`config.mk`:
```
export PLATFORM = sky130hd
export DESIGN_NAME = wdt_guard
export DESIGN_NICKNAME = d
export VERILOG_FILES = /design/src/rtl/wdt_pkg.sv /design/src/rtl/wdt_keyseq.sv /design/src/rtl/wdt_counter.sv /design/src/rtl/wdt_action.sv /design/src/rtl/wdt_guard.sv
export SDC_FILE = /design/constraint.sdc
export NUM_CORES = 1
export LEC_CHECK = 0
export CORE_MARGIN = 4
export CORE_UTILIZATION = 59
export DETAILED_ROUTE_END_ITERATION = 6
export MAX_ROUTING_LAYER = met4
export PLACE_DENSITY = 0.84
export SLEW_MARGIN = 25
export SYNTH_ARGS = -nofsm -noshare
export SYNTH_HDL_FRONTEND = slang
export SYNTH_SLANG_ARGS = --single-unit
export TNS_END_PERCENT = 100
```
`constraint.sdc`:
```
create_clock -name clk -period 3.9 [get_ports clk]
set_input_delay 0.78 -clock clk [delete_from_list [all_inputs] [get_ports clk]]
set_output_delay 0.78 -clock clk [all_outputs]
set_load 0.01 [all_outputs]
```
`src/rtl/wdt_pkg.sv`:
```
package wdt_pkg;

    // Control word field positions
    localparam int CTL_EN_BIT   = 0;
    localparam int CTL_ACT_LSB  = 1;
    localparam int CTL_TSEL_LSB = 3;

    typedef enum logic [1:0] {
        ACT_IRQ  = 2'b00,
        ACT_FIQ  = 2'b01,
        ACT_RST  = 2'b10,
        ACT_RST3 = 2'b11
    } wdt_act_e;

    typedef struct packed {
        logic       en;
        wdt_act_e   act;
        logic [1:0] tsel;
    } wdt_ctrl_t;

    typedef enum logic {
        KS_IDLE  = 1'b0,
        KS_ARMED = 1'b1
    } wdt_key_e;

    typedef struct packed {
        logic irq;
        logic fiq;
        logic rst;
    } wdt_out_t;

endpackage

```
`src/rtl/wdt_keyseq.sv`:
```
module wdt_keyseq
    import wdt_pkg::*;
#(
    parameter int              DATA_W = 16,
    parameter logic [DATA_W-1:0] KEY_A = 16'h0123,
    parameter logic [DATA_W-1:0] KEY_B = 16'h0321
) (
    input  logic              clk,
    input  logic              rst_n,
    input  logic              svc_wr_i,
    input  logic [DATA_W-1:0] data_i,
    output logic              armed_o,
    output logic              kick_o
);

    wdt_key_e state_d, state_q;
    logic     kick_d;

    always_comb begin
        state_d = state_q;
        kick_d  = 1'b0;
        if (svc_wr_i) begin
            if (data_i == KEY_A) begin
                state_d = KS_ARMED;
            end else if (data_i == KEY_B) begin
                kick_d  = (state_q == KS_ARMED);
                state_d = KS_IDLE;
            end else begin
                state_d = KS_IDLE;
            end
        end
    end

    always_ff @(posedge clk or negedge rst_n) begin
        if (!rst_n) begin
            state_q <= KS_IDLE;
        end else begin
            state_q <= state_d;
        end
    end

    assign armed_o = (state_q == KS_ARMED);
    assign kick_o  = kick_d;

endmodule

```
`src/rtl/wdt_counter.sv`:
```
module wdt_counter #(
    parameter int EXP_A = 24,
    parameter int EXP_B = 26,
    parameter int EXP_C = 28,
    parameter int EXP_D = 29,
    parameter int CNT_W = EXP_D
) (
    input  logic             clk,
    input  logic             rst_n,
    input  logic             en_q_i,
    input  logic             en_d_i,
    input  logic [1:0]       tsel_i,
    input  logic             restart_i,
    output logic             term_o,
    output logic [CNT_W-1:0] cnt_o
);

    localparam int NUM_SEL = 4;
    localparam int EXPS [NUM_SEL] = '{EXP_A, EXP_B, EXP_C, EXP_D};

    logic [CNT_W-1:0] lim [NUM_SEL];
    logic [CNT_W-1:0] cnt_d, cnt_q;
    logic             term;

    for (genvar gi = 0; gi < NUM_SEL; gi++) begin : g_lim
        assign lim[gi] = {CNT_W{1'b1}} >> (CNT_W - EXPS[gi]);
    end

    assign term = en_q_i && (cnt_q >= lim[tsel_i]);

    always_comb begin
        cnt_d = cnt_q + 1'b1;
        if (!en_q_i || !en_d_i || restart_i || term) begin
            cnt_d = '0;
        end
    end

    always_ff @(posedge clk or negedge rst_n) begin
        if (!rst_n) begin
            cnt_q <= '0;
        end else begin
            cnt_q <= cnt_d;
        end
    end

    assign term_o = term;
    assign cnt_o  = cnt_q;

endmodule

```
`src/rtl/wdt_action.sv`:
```
module wdt_action
    import wdt_pkg::*;
(
    input  logic     clk,
    input  logic     rst_n,
    input  logic     en_d_i,
    input  wdt_act_e act_i,
    input  logic     expire_i,
    input  logic     kick_i,
    output logic     irq_o,
    output logic     fiq_o,
    output logic     rst_req_o
);

    wdt_out_t out_d, out_q;

    always_comb begin
        out_d     = out_q;
        out_d.rst = 1'b0;
        if (kick_i) begin
            out_d.irq = 1'b0;
            out_d.fiq = 1'b0;
        end
        if (expire_i) begin
            unique case (act_i)
                ACT_IRQ:           out_d.irq = 1'b1;
                ACT_FIQ:           out_d.fiq = 1'b1;
                ACT_RST, ACT_RST3: out_d.rst = 1'b1;
                default:           out_d.rst = 1'b1;
            endcase
        end
        if (!en_d_i) begin
            out_d = '0;
        end
    end

    always_ff @(posedge clk or negedge rst_n) begin
        if (!rst_n) begin
            out_q <= '0;
        end else begin
            out_q <= out_d;
        end
    end

    assign irq_o     = out_q.irq;
    assign fiq_o     = out_q.fiq;
    assign rst_req_o = out_q.rst;

endmodule

```
`src/rtl/wdt_guard.sv`:
```
module wdt_guard
    import wdt_pkg::*;
#(
    parameter int                DATA_W = 16,
    parameter logic [DATA_W-1:0] KEY_A  = 16'h0123,
    parameter logic [DATA_W-1:0] KEY_B  = 16'h0321,
    parameter int                EXP_A  = 24,
    parameter int                EXP_B  = 26,
    parameter int                EXP_C  = 28,
    parameter int                EXP_D  = 29
) (
    input  logic              clk,
    input  logic              rst_n,
    input  logic              wr_en,
    input  logic              wr_sel,
    input  logic [DATA_W-1:0] wr_data,
    output logic              irq_o,
    output logic              fiq_o,
    output logic              rst_req_o
);

    localparam int CNT_W = EXP_D;

    wdt_ctrl_t        ctrl_d, ctrl_q;
    logic             ctl_wr, svc_wr;
    logic             kick, armed, term, expire;
    logic [CNT_W-1:0] cnt;

    assign ctl_wr = wr_en && !wr_sel;
    assign svc_wr = wr_en &&  wr_sel;

    // Control word register
    always_comb begin
        ctrl_d = ctrl_q;
        if (ctl_wr) begin
            ctrl_d.en   = wr_data[CTL_EN_BIT];
            ctrl_d.act  = wdt_act_e'(wr_data[CTL_ACT_LSB +: 2]);
            ctrl_d.tsel = wr_data[CTL_TSEL_LSB +: 2];
        end
    end

    always_ff @(posedge clk or negedge rst_n) begin
        if (!rst_n) begin
            ctrl_q <= '{en: 1'b0, act: ACT_IRQ, tsel: 2'b00};
        end else begin
            ctrl_q <= ctrl_d;
        end
    end

    wdt_keyseq #(
        .DATA_W (DATA_W),
        .KEY_A  (KEY_A),
        .KEY_B  (KEY_B)
    ) u_keys (
        .clk      (clk),
        .rst_n    (rst_n),
        .svc_wr_i (svc_wr),
        .data_i   (wr_data),
        .armed_o  (armed),
        .kick_o   (kick)
    );

    wdt_counter #(
        .EXP_A (EXP_A),
        .EXP_B (EXP_B),
        .EXP_C (EXP_C),
        .EXP_D (EXP_D),
        .CNT_W (CNT_W)
    ) u_cnt (
        .clk       (clk),
        .rst_n     (rst_n),
        .en_q_i    (ctrl_q.en),
        .en_d_i    (ctrl_d.en),
        .tsel_i    (ctrl_q.tsel),
        .restart_i (kick),
        .term_o    (term),
        .cnt_o     (cnt)
    );

    // A service completing on the final count wins over the expiry
    assign expire = term && !kick;

    wdt_action u_act (
        .clk       (clk),
        .rst_n     (rst_n),
        .en_d_i    (ctrl_d.en),
        .act_i     (ctrl_q.act),
        .expire_i  (expire),
        .kick_i    (kick),
        .irq_o     (irq_o),
        .fiq_o     (fiq_o),
        .rst_req_o (rst_req_o)
    );

endmodule

```
Yosys cells after proc, flatten, opt, wreduce, memory -nomap -nowiden
Cells that the tools add are included.
{ "totals": {"ff_bits": 38, "latchBits": 0, "mem_bits_rw": 0, "rom_bits": 0, "input_bits": 20, "memories": 0} }
{ "classes": {"add_sub_neg": 1, "mul": 0, "n_div": 0, "order_cmp": 2, "n_eq_ne": 5, "shift": 0, "muxes": 15, "bitwise": 1, "reduce_logical": 13} }
{ "ops": {"columns": ["operator", "n"], "rows": [
  ["$mux W29", 3],
  ["$bmux W29 S2", 1],
  ["$add A29 B1 Y29 const B", 1],
  ["$ge A29 B29 Y1", 1],
  ["$eq A16 B10 Y1 const B", 1],
  ["$eq A16 B9 Y1 const B", 1],
  ["$mux W1", 7],
  ["$mux W3", 2],
  ["$mux W5", 1],
  ["$eq A2 B2 Y1 const B", 2],
  ["$logic_and A1 B1 Y1", 4],
  ["$logic_not A1 Y1", 4],
  ["$ge A3 B3 Y1 const B", 1],
  ["$logic_or A1 B1 Y1", 3],
  ["$not A2 Y3", 1],
  ["$eq A2 B1 Y1 const B", 1],
  ["$logic_not A2 Y1", 1],
  ["$mux W2", 1],
  ["$reduce_or A2 Y1", 1]
]} }

Depth between registers and ports, before layout
Gate-level depths: netlist (run 1).
{ "logic_depth": {"depth_word": 9, "depth_mapped": 9, "ltp_nobuf": 7} }

Cells and area by module
Synthesis (run 1) repeated with hierarchy kept, for this count alone.
{ "unflattened": {"cells_unflattened": 187, "area_unflattened_um2": 1989.4} }
{ "modules_own_cells": {"columns": ["module", "n_inst", "cells_each", "area_per_inst_um2"], "rows": [
  ["wdt_counter", 1, 154, 1534.0],
  ["wdt_guard", 1, 13, 209.0],
  ["wdt_action", 1, 9, 135.1],
  ["wdt_keyseq", 1, 11, 111.4]
]} }

Worst setup path after synthesis (run 1)
No wires, ideal clock.
{ "synth_timing": {"kind": "in2reg", "startpoint": "input wr_data[2]", "endpoint": "register u_cnt.cnt_q[20], in the netlist u_cnt.cnt_o[20]", "setup_ns": 0.119, "arrival_ns": 1.879, "path_slack_ns": 1.902, "cell_stages": 7, "path_cell_list": "nor4b_1 nand4_1 o31a_1 nand4_2 buf_6 buf_8 nor2_1"} }
{ "synth_between": {"elab_chain_cells": 7} }
{ "synth_rtl": {"columns": ["element", "line", "rtl"], "rows": [
  ["start: declaration", "wdt_guard.sv:16", "input logic [DATA_W-1:0] wr_data,"],
  ["$eq A16 B10 Y1", "wdt_keyseq.sv:25", "end else if (data_i == KEY_B) begin"],
  ["$mux W1", "wdt_keyseq.sv:25", null],
  ["$mux W1 (*)", "wdt_keyseq.sv:23", "if (data_i == KEY_A) begin"],
  ["$mux W1 (*)", "wdt_keyseq.sv:22", "if (svc_wr_i) begin"],
  ["$logic_or A1 B1 Y1 (*) (2 in series)", "wdt_counter.sv:33", "if (!en_q_i || !en_d_i || restart_i || term) begin"],
  ["$mux W29 (*)", "wdt_counter.sv:33", null],
  ["via u_cnt.cnt_d[20]", "wdt_counter.sv:22", "logic [CNT_W-1:0] cnt_d, cnt_q;"],
  ["end signal: assignment", "wdt_counter.sv:42", "cnt_q <= cnt_d;"],
  ["end: declaration", "wdt_counter.sv:22", null]
]} }
Mark *: on every way through the listed nets, which the timed path passes. The rest lies on a longest branch.
A chain may end at the register's enable or synchronous reset.

Worst setup path after layout (run 1)
{ "layout_timing": {"startpoint": "input wr_sel", "endpoint": "register u_cnt.cnt_q[17], in the netlist u_cnt.cnt_o[17]"} }
{ "layout_between": {"elab_chain_cells": 8} }
{ "layout_rtl": {"columns": ["element", "line", "rtl"], "rows": [
  ["start: declaration", "wdt_guard.sv:15", "input logic wr_sel,"],
  ["$logic_not A1 Y1", "wdt_guard.sv:29", "assign ctl_wr = wr_en && !wr_sel;"],
  ["$logic_and A1 B1 Y1", "wdt_guard.sv:29", null],
  ["$mux W5", "wdt_guard.sv:35", "if (ctl_wr) begin"],
  ["via u_act.en_d_i", "wdt_action.sv:6", "input logic en_d_i,"],
  ["$logic_not A1 Y1", "wdt_counter.sv:33", null],
  ["$logic_or A1 B1 Y1 (3 in series)", "wdt_counter.sv:33", null],
  ["$mux W29", "wdt_counter.sv:33", null],
  ["via u_cnt.cnt_d[17]", "wdt_counter.sv:22", null]
]} }
The timed path passes the listed nets, and every way through them passes these cells.

==> results.md, run 1 <==
- Status: completed
- Finish-stage setup viols: 0
- Yosys top cell area share: 0.490
- Syn avg cell area: 10.2 µm²
- Area leader, netlist: dfrtp_1
- Max Cap Viol: 0
- Power Dens Cells: 333 mW/mm²
- DR WL met3: 167 µm
- Final Hold Vio Count: 0
- Asr flop ratio synth: 1.00
- Cell Chain, Critical Path: clkdlybuf4s50_1 > nand2b_2 > mux2_2 > o31a_1 > nand4_2 > nor2_1
- Seq pwr share: 0.551
- Area contributors post-synth: dfrtp_1 (49%), xnor2_1 (8.6%), nor2_1 (6.6%)
- WL/cell: 15.3 µm
- Initial DRC count: 95
- Detailed placer's ending HPWL: 2.87 mm
- Setup TNS Final: 0 ns
- Core Footprint: 0.00310 mm²
- Top FF cell, synth: dfrtp_1
- Final WL: 4.01 mm
- Final Net Count: 240
- DRC Markers: 0
- Fmax: 0.375 GHz
- First-pass GRT wire length: 6.99 mm
- Met2 routed WL: 2.10 mm
- Die ar.: 0.00427 mm²
- Register clock-pin slew on the reported worst setup and hold paths: 0.11 ns
- Share of layout cells above drive strength 1: 0.0876
- Most frequent cells in the layout: dfrtp_1 (38), nor2_1 (34), clkdlybuf4s50_1 (22), xnor2_1 (19), nand2_1 (17)
- Final worst path period share: 0.685
- Vias in the first global route: 1618
- CTS tree: yes
- Critical Path End Type: register
- Highest Signal Layer: met4
- Mapped Cells: 191
- Syn Std Cell Area: 0.00194 mm²
- Peak supply drop: 0.281 mV
- Psw: 181 µW
- Arrival time at the worst endpoint: 2.92 ns
- Port Buffers: 22
- Avg Vias per Cell: 5.74
- Routed Antenna Nets: 0
- FILL cells: 244
- Area grow syn2layout: 16.4%
- Antenna Diode Count: 0
- CP Class: primary input to register
- Critical Path Start Type: primary input
- Die Wd: 65.4 µm
- CTS max path bufs: 2
- 1st-pass router iterations: 4
- Resized Gates After CTS: 0
- Min-delay worst type: register to register
- Final Core Density: 0.729
- Total track usage: 0.220
- Crit path max-delay cell type: nand4_2
- Effective utilization at floorplan: 0.626
- Crit path time final: 2.67 ns
- Rows: 20
- Grt total ovfl: 0
- Max incr delay on CP: 0.62 ns
- Antenna violations before repair: 0
- Worst-path maximum fanout: 29
- Required @ worst endpoint: 4.15 ns
- Slew margin rel.: 0.510
- Number of synthesized flops with an enable pin: 0
- Synthesized flop and latch total: 38
- Slew Limit Fails: 0
- Clock network power share: 0.351
- Clock sink count: 38
- Syn. warnings: 0
- Num ports: 23
- Worst-margin pin slew: 0.734 ns
- Cell variety after synth: 34
- Clock Skew: 0.00947 ns
- Syn nets: 215
- Largest net degree at the start of global routing: 39
- Gpl congestion: 0.796
- Switching share of power: 0.240
- Most common cell after layout, fill and taps aside: dfrtp_1
- Clock latency at the later pin of the worst-skew pair: 0.35 ns
- RSZ-0062 raised after global routing: no
- Internal Power: 572 µW
- Vias: 1497
- M1 WL: 1.64 mm
- Cts hold-fix bufs: 0
- CTS Buf Count: 5
- Leakage: 0.000909 µW
- Clk root buf: clkbuf_4
- Comb pwr share: 0.098
- Setup bufs post-CTS: 0
- Chip Height: 65.4 µm
- Seq/Total Area, Yosys: 0.490
- CTS H-tree lvls: 2
==> power by group through the flow <==
stage          combinational (µW)  clock, µW  sequential, µW
6_report                     73.8        265             415
5_1_grt                      82.4        289             417
4_1_cts                      74.2        270             415
3_5_place_dp                 74.1          0             422
3_3_place_gp                 69.2          0             422
2_1_floorplan                45.1          0             420
==> critical path, delay by kind of cell <==
family / cells / cell delay, ns
buf+inv: 1 / 0.42
mux: 1 / 0.26
simple gates: 3 / 1.19
compound gates: 1 / 0.25
==> sequential cells by signal, summed over array words and instances (netlist names) <==
register,flops
u_act.rst_req_o,1
ctrl_q,5
u_cnt.cnt_o,29
u_act.irq_o,1
u_keys.armed_o,1
u_act.fiq_o,1
==> worst paths after layout <==
kind	depth (start not counted)	end	startpoint	slack, ns
hold / removal	1	u_cnt.cnt_o[0]$_DFF_PN0_	u_cnt.cnt_o[0]$_DFF_PN0_	0.50
hold reg to reg	1	u_cnt.cnt_o[0]$_DFF_PN0_	u_cnt.cnt_o[0]$_DFF_PN0_	0.50
setup reg to reg	6	u_cnt.cnt_o[17]$_DFF_PN0_	u_cnt.cnt_o[0]$_DFF_PN0_	1.40
setup / recovery	6	u_cnt.cnt_o[17]$_DFF_PN0_	wr_sel	1.23
max in group asynchronous	2	u_cnt.cnt_o[21]$_DFF_PN0_	rst_n	2.72
min in group asynchronous	2	u_cnt.cnt_o[4]$_DFF_PN0_	rst_n	0.84
==> synth_stat cells (2+ instances only) <==
master    count
mux2_2        5
nand2b_1      3
xnor2_1      19
nand2_1      17
and4b_1       2
nor3_1        5
nor2_1       34
a21oi_1       2
and4_1        3
and3_1        7
dfrtp_1      38
ha_1          4
nor4_1        7
a22o_1        2
nand3_1       8
nand4_1       4
buf_2         3
inv_1         3
nor4b_1       2
nor2b_1       2
xor2_1        8
==> cells by family after synthesis <==
| family | share of synthesized area |
|---|---|
| compound gates | 0.0406 |
| xor+xnor | 0.122 |
| fa+ha+maj | 0.0258 |
| buf+inv | 0.0271 |
| flops | 0.490 |
| mux | 0.0290 |
| simple gates | 0.266 |
==> routing by layer <==
layer,up-vias,global-route usage
li1,709,-
met1,734,0.246
met2,44,0.377
met3,10,0.0530
met4,0,0.0933
met5,-,-
==> cell type report <==
type	count	area [µm²]	share of cell area
clock buffers	5	37.5	0.0166
clock inverters	3	40.0	0.0177
inverters	3	11.3	0.00498
multi-input cells	145	938	0.415
flip-flops and latches	38	951	0.421
well taps	44	55.1	0.0243
repair buffers	23	228	0.101
==> stage by stage <==
stage / instance area [µm²] / hold WS, ns / setup slack [ns] / instances / total power (µW)
2_1_floorplan: 1940 / 0.443 / 1.90 / 191 / 465
3_3_place_gp: 2180 / 0.465 / 1.05 / 253 / 491
3_5_place_dp: 2180 / 0.488 / 0.883 / 253 / 497
4_1_cts: 2260 / 0.504 / 1.25 / 261 / 759
5_1_grt: 2260 / 0.532 / 1.13 / 261 / 788
6_report: 2260 / 0.504 / 1.23 / 261 / 753
Note: power is estimated with default switching activity, not from simulation.
==> inputs of run 2 (changes only) <==
--- a/config.mk
+++ b/config.mk
@@ -6,10 +6,10 @@
 export NUM_CORES = 1
 export LEC_CHECK = 0
 export CORE_MARGIN = 4
-export CORE_UTILIZATION = 59
+export CORE_UTILIZATION = 55
 export DETAILED_ROUTE_END_ITERATION = 6
 export MAX_ROUTING_LAYER = met4
-export PLACE_DENSITY = 0.84
+export PLACE_DENSITY = 0.79
 export SLEW_MARGIN = 25
 export SYNTH_ARGS = -nofsm -noshare
 export SYNTH_HDL_FRONTEND = slang
==> constraint.sdc (replaced) <==
create_clock -name clk -period 2.56 [get_ports clk]
set_input_delay 0.512 -clock clk [delete_from_list [all_inputs] [get_ports clk]]
set_output_delay 0.512 -clock clk [all_outputs]
set_load 0.01 [all_outputs]
==> run 2 against run 1 <==
Clock power is 22% higher. Combinational power is 65% higher. Sequential share of layout area is 0.093 points lower. Hold slack worse by 0.016 ns. Worst setup slack worse by 0.75 ns. Clock skew is 0.0042 ns higher. First-iteration DRC count is 34% higher. Wire length is 5.9% lower. Die area is 6.4% higher. Largest cell class unchanged. Largest power group unchanged. Highest routed layer unchanged.
==> results.md, run 2 (synthesized netlist as in run 1, its figures left out) <==
- Max FFs per register: 29
- Met2 routed WL: 1.93 mm
- R2r endpoint: u_cnt.cnt_o[26]$_DFF_PN0_
- Multi-input logic area: 938 µm²
- Routed Antenna Nets: 0
- FILL cells: 293
- Total track usage: 0.195
- Most frequent cells in the layout: dfrtp_1 (38), nor2_1 (34), clkdlybuf4s50_1 (22), xnor2_1 (19), nand2_1 (17)
- Critical path depth: 7
- Rows: 21
- Antenna violations before repair: 0
- Cts hold-fix bufs: 0
- 1st-pass router iterations: 4
- Critical Path End Type: register
- FF-to-FF Start: u_cnt.cnt_o[0]$_DFF_PN0_
- Detailed placer's ending HPWL: 2.83 mm
- Leakage: 0.000909 µW
- Critical Path Start Type: register
- Status: completed
- DRC Markers: 0
- Vias: 1480
- Crit path max-delay cell type: a2111o_1
- Largest net degree at the start of global routing: 39
- Resized Gates After CTS: 0
- CP Launch Point: u_cnt.cnt_o[0]$_DFF_PN0_
- Clock Skew: 0.0136 ns
- Max incr delay on CP: 0.49 ns
- Core Footprint: 0.00336 mm²
- Clock sink count: 38
- CTS max path bufs: 2
- CP Class: register to register
- CTS H-tree lvls: 2
- Grt total ovfl: 0
- Top delay family on crit path: simple AND/OR/NAND/NOR gates
- Required @ worst endpoint: 2.79 ns
- Fmax: 0.482 GHz
- Finish-stage setup viols: 0
- Critical Path End: u_cnt.cnt_o[26]$_DFF_PN0_
- Effective utilization at floorplan: 0.577
- Initial DRC count: 127
- Die Wd: 67.4 µm
- Max Cap Viol: 0
- Port Buffers: 22
- DR WL met3: 134 µm
- Worst-margin pin slew: 0.462 ns
- Buf+Inv Stages, Crit Path: 1
- Arrival time at the worst endpoint: 2.30 ns
- WL/cell: 14.3 µm
- Slew margin rel.: 0.692
- Chip Height: 67.4 µm
- FF/Latch Area: 951 µm²
- Setup TNS Final: 0 ns
- Final Hold Vio Count: 0
- Cells on worst reg2reg path: 7
- Highest Signal Layer: met4
- RSZ-0062 raised after global routing: no
- Power Dens Cells: 475 mW/mm²
- Cell Chain, Critical Path: ha_1 > and3_1 > nand2b_1 > a2111o_1 > nand4_2 > buf_12 > nor2_1
- Peak supply drop: 0.302 mV
- Clk root buf: clkbuf_4
- M1 WL: 1.63 mm
- Crit path time final: 2.07 ns
- Final Net Count: 241
- R2R Setup Slk: 0.49 ns
- Worst hold path cell count: 1
- Die ar.: 0.00455 mm²
- Most common cell after layout, fill and taps aside: dfrtp_1
- Num ports: 23
- Total power: 1080 µW
- Worst-path maximum fanout: 29
- Final WL: 3.77 mm
- Final worst path period share: 0.811
- Slew Limit Fails: 0
- CTS tree: yes
- Share of layout cells above drive strength 1: 0.0872
- Setup bufs post-CTS: 0
- Area grow syn2layout: 16.7%
- Register clock-pin slew on the reported worst setup and hold paths: 0.10 ns
- Min-delay worst type: register to register
- Vias in the first global route: 1504
- CTS Buf Count: 5
- Antenna Diode Count: 0
- Clock latency at the later pin of the worst-skew pair: 0.34 ns
- Gpl congestion: 0.808
- First-pass GRT wire length: 6.44 mm
- Avg Vias per Cell: 5.61
run 2: metal layers:
metal,GRT usage,vias to the layer above
li1,-,725
met1,0.213,720
met2,0.339,27
met3,0.0416,8
met4,0.0886,0
met5,-,-
run 2: cell type report:
cell class / instances / area share
Clock buffer: 7 / 0.0243
Clock inverter: 1 / 0.00221
Inverter: 3 / 0.00497
Multi-Input combinational cell: 145 / 0.414
Sequential cell: 38 / 0.420
Tap cell: 46 / 0.0254
Timing Repair Buffer: 24 / 0.109
run 2: where the power goes:
part           switching (µW)  internal [µW]  leakage [µW]  total (µW)
registers                16.5            616      0.000519         632
clock network             189            133     0.0000353         322
logic                    59.5           62.1      0.000355         122
run 2: worst min-delay path by stage:
stage | start | end | slack [ns]
floorplan | rst_n | ctrl_q[0]$_DFFE_PN0P_ | 0.22
global placement | u_cnt.cnt_o[0]$_DFF_PN0_ | u_cnt.cnt_o[0]$_DFF_PN0_ | 0.46
detailed placement | u_cnt.cnt_o[0]$_DFF_PN0_ | u_cnt.cnt_o[0]$_DFF_PN0_ | 0.48
CTS | u_cnt.cnt_o[0]$_DFF_PN0_ | u_cnt.cnt_o[0]$_DFF_PN0_ | 0.49
global route | u_cnt.cnt_o[0]$_DFF_PN0_ | u_cnt.cnt_o[0]$_DFF_PN0_ | 0.53
finish | u_cnt.cnt_o[0]$_DFF_PN0_ | u_cnt.cnt_o[0]$_DFF_PN0_ | 0.49
run 2: per-stage QoR:
stage	cell area, µm²	util	setup slack, ns	std cells	hold slack, ns
after detailed placement	2210	0.656	0.266	256	0.480
after CTS	2270	0.674	0.489	264	0.493
after floorplan	1940	-	0.711	191	0.216
final	2270	0.674	0.485	264	0.488
after global placement	2210	0.656	0.338	256	0.463
after global routing	2270	0.674	0.369	264	0.525
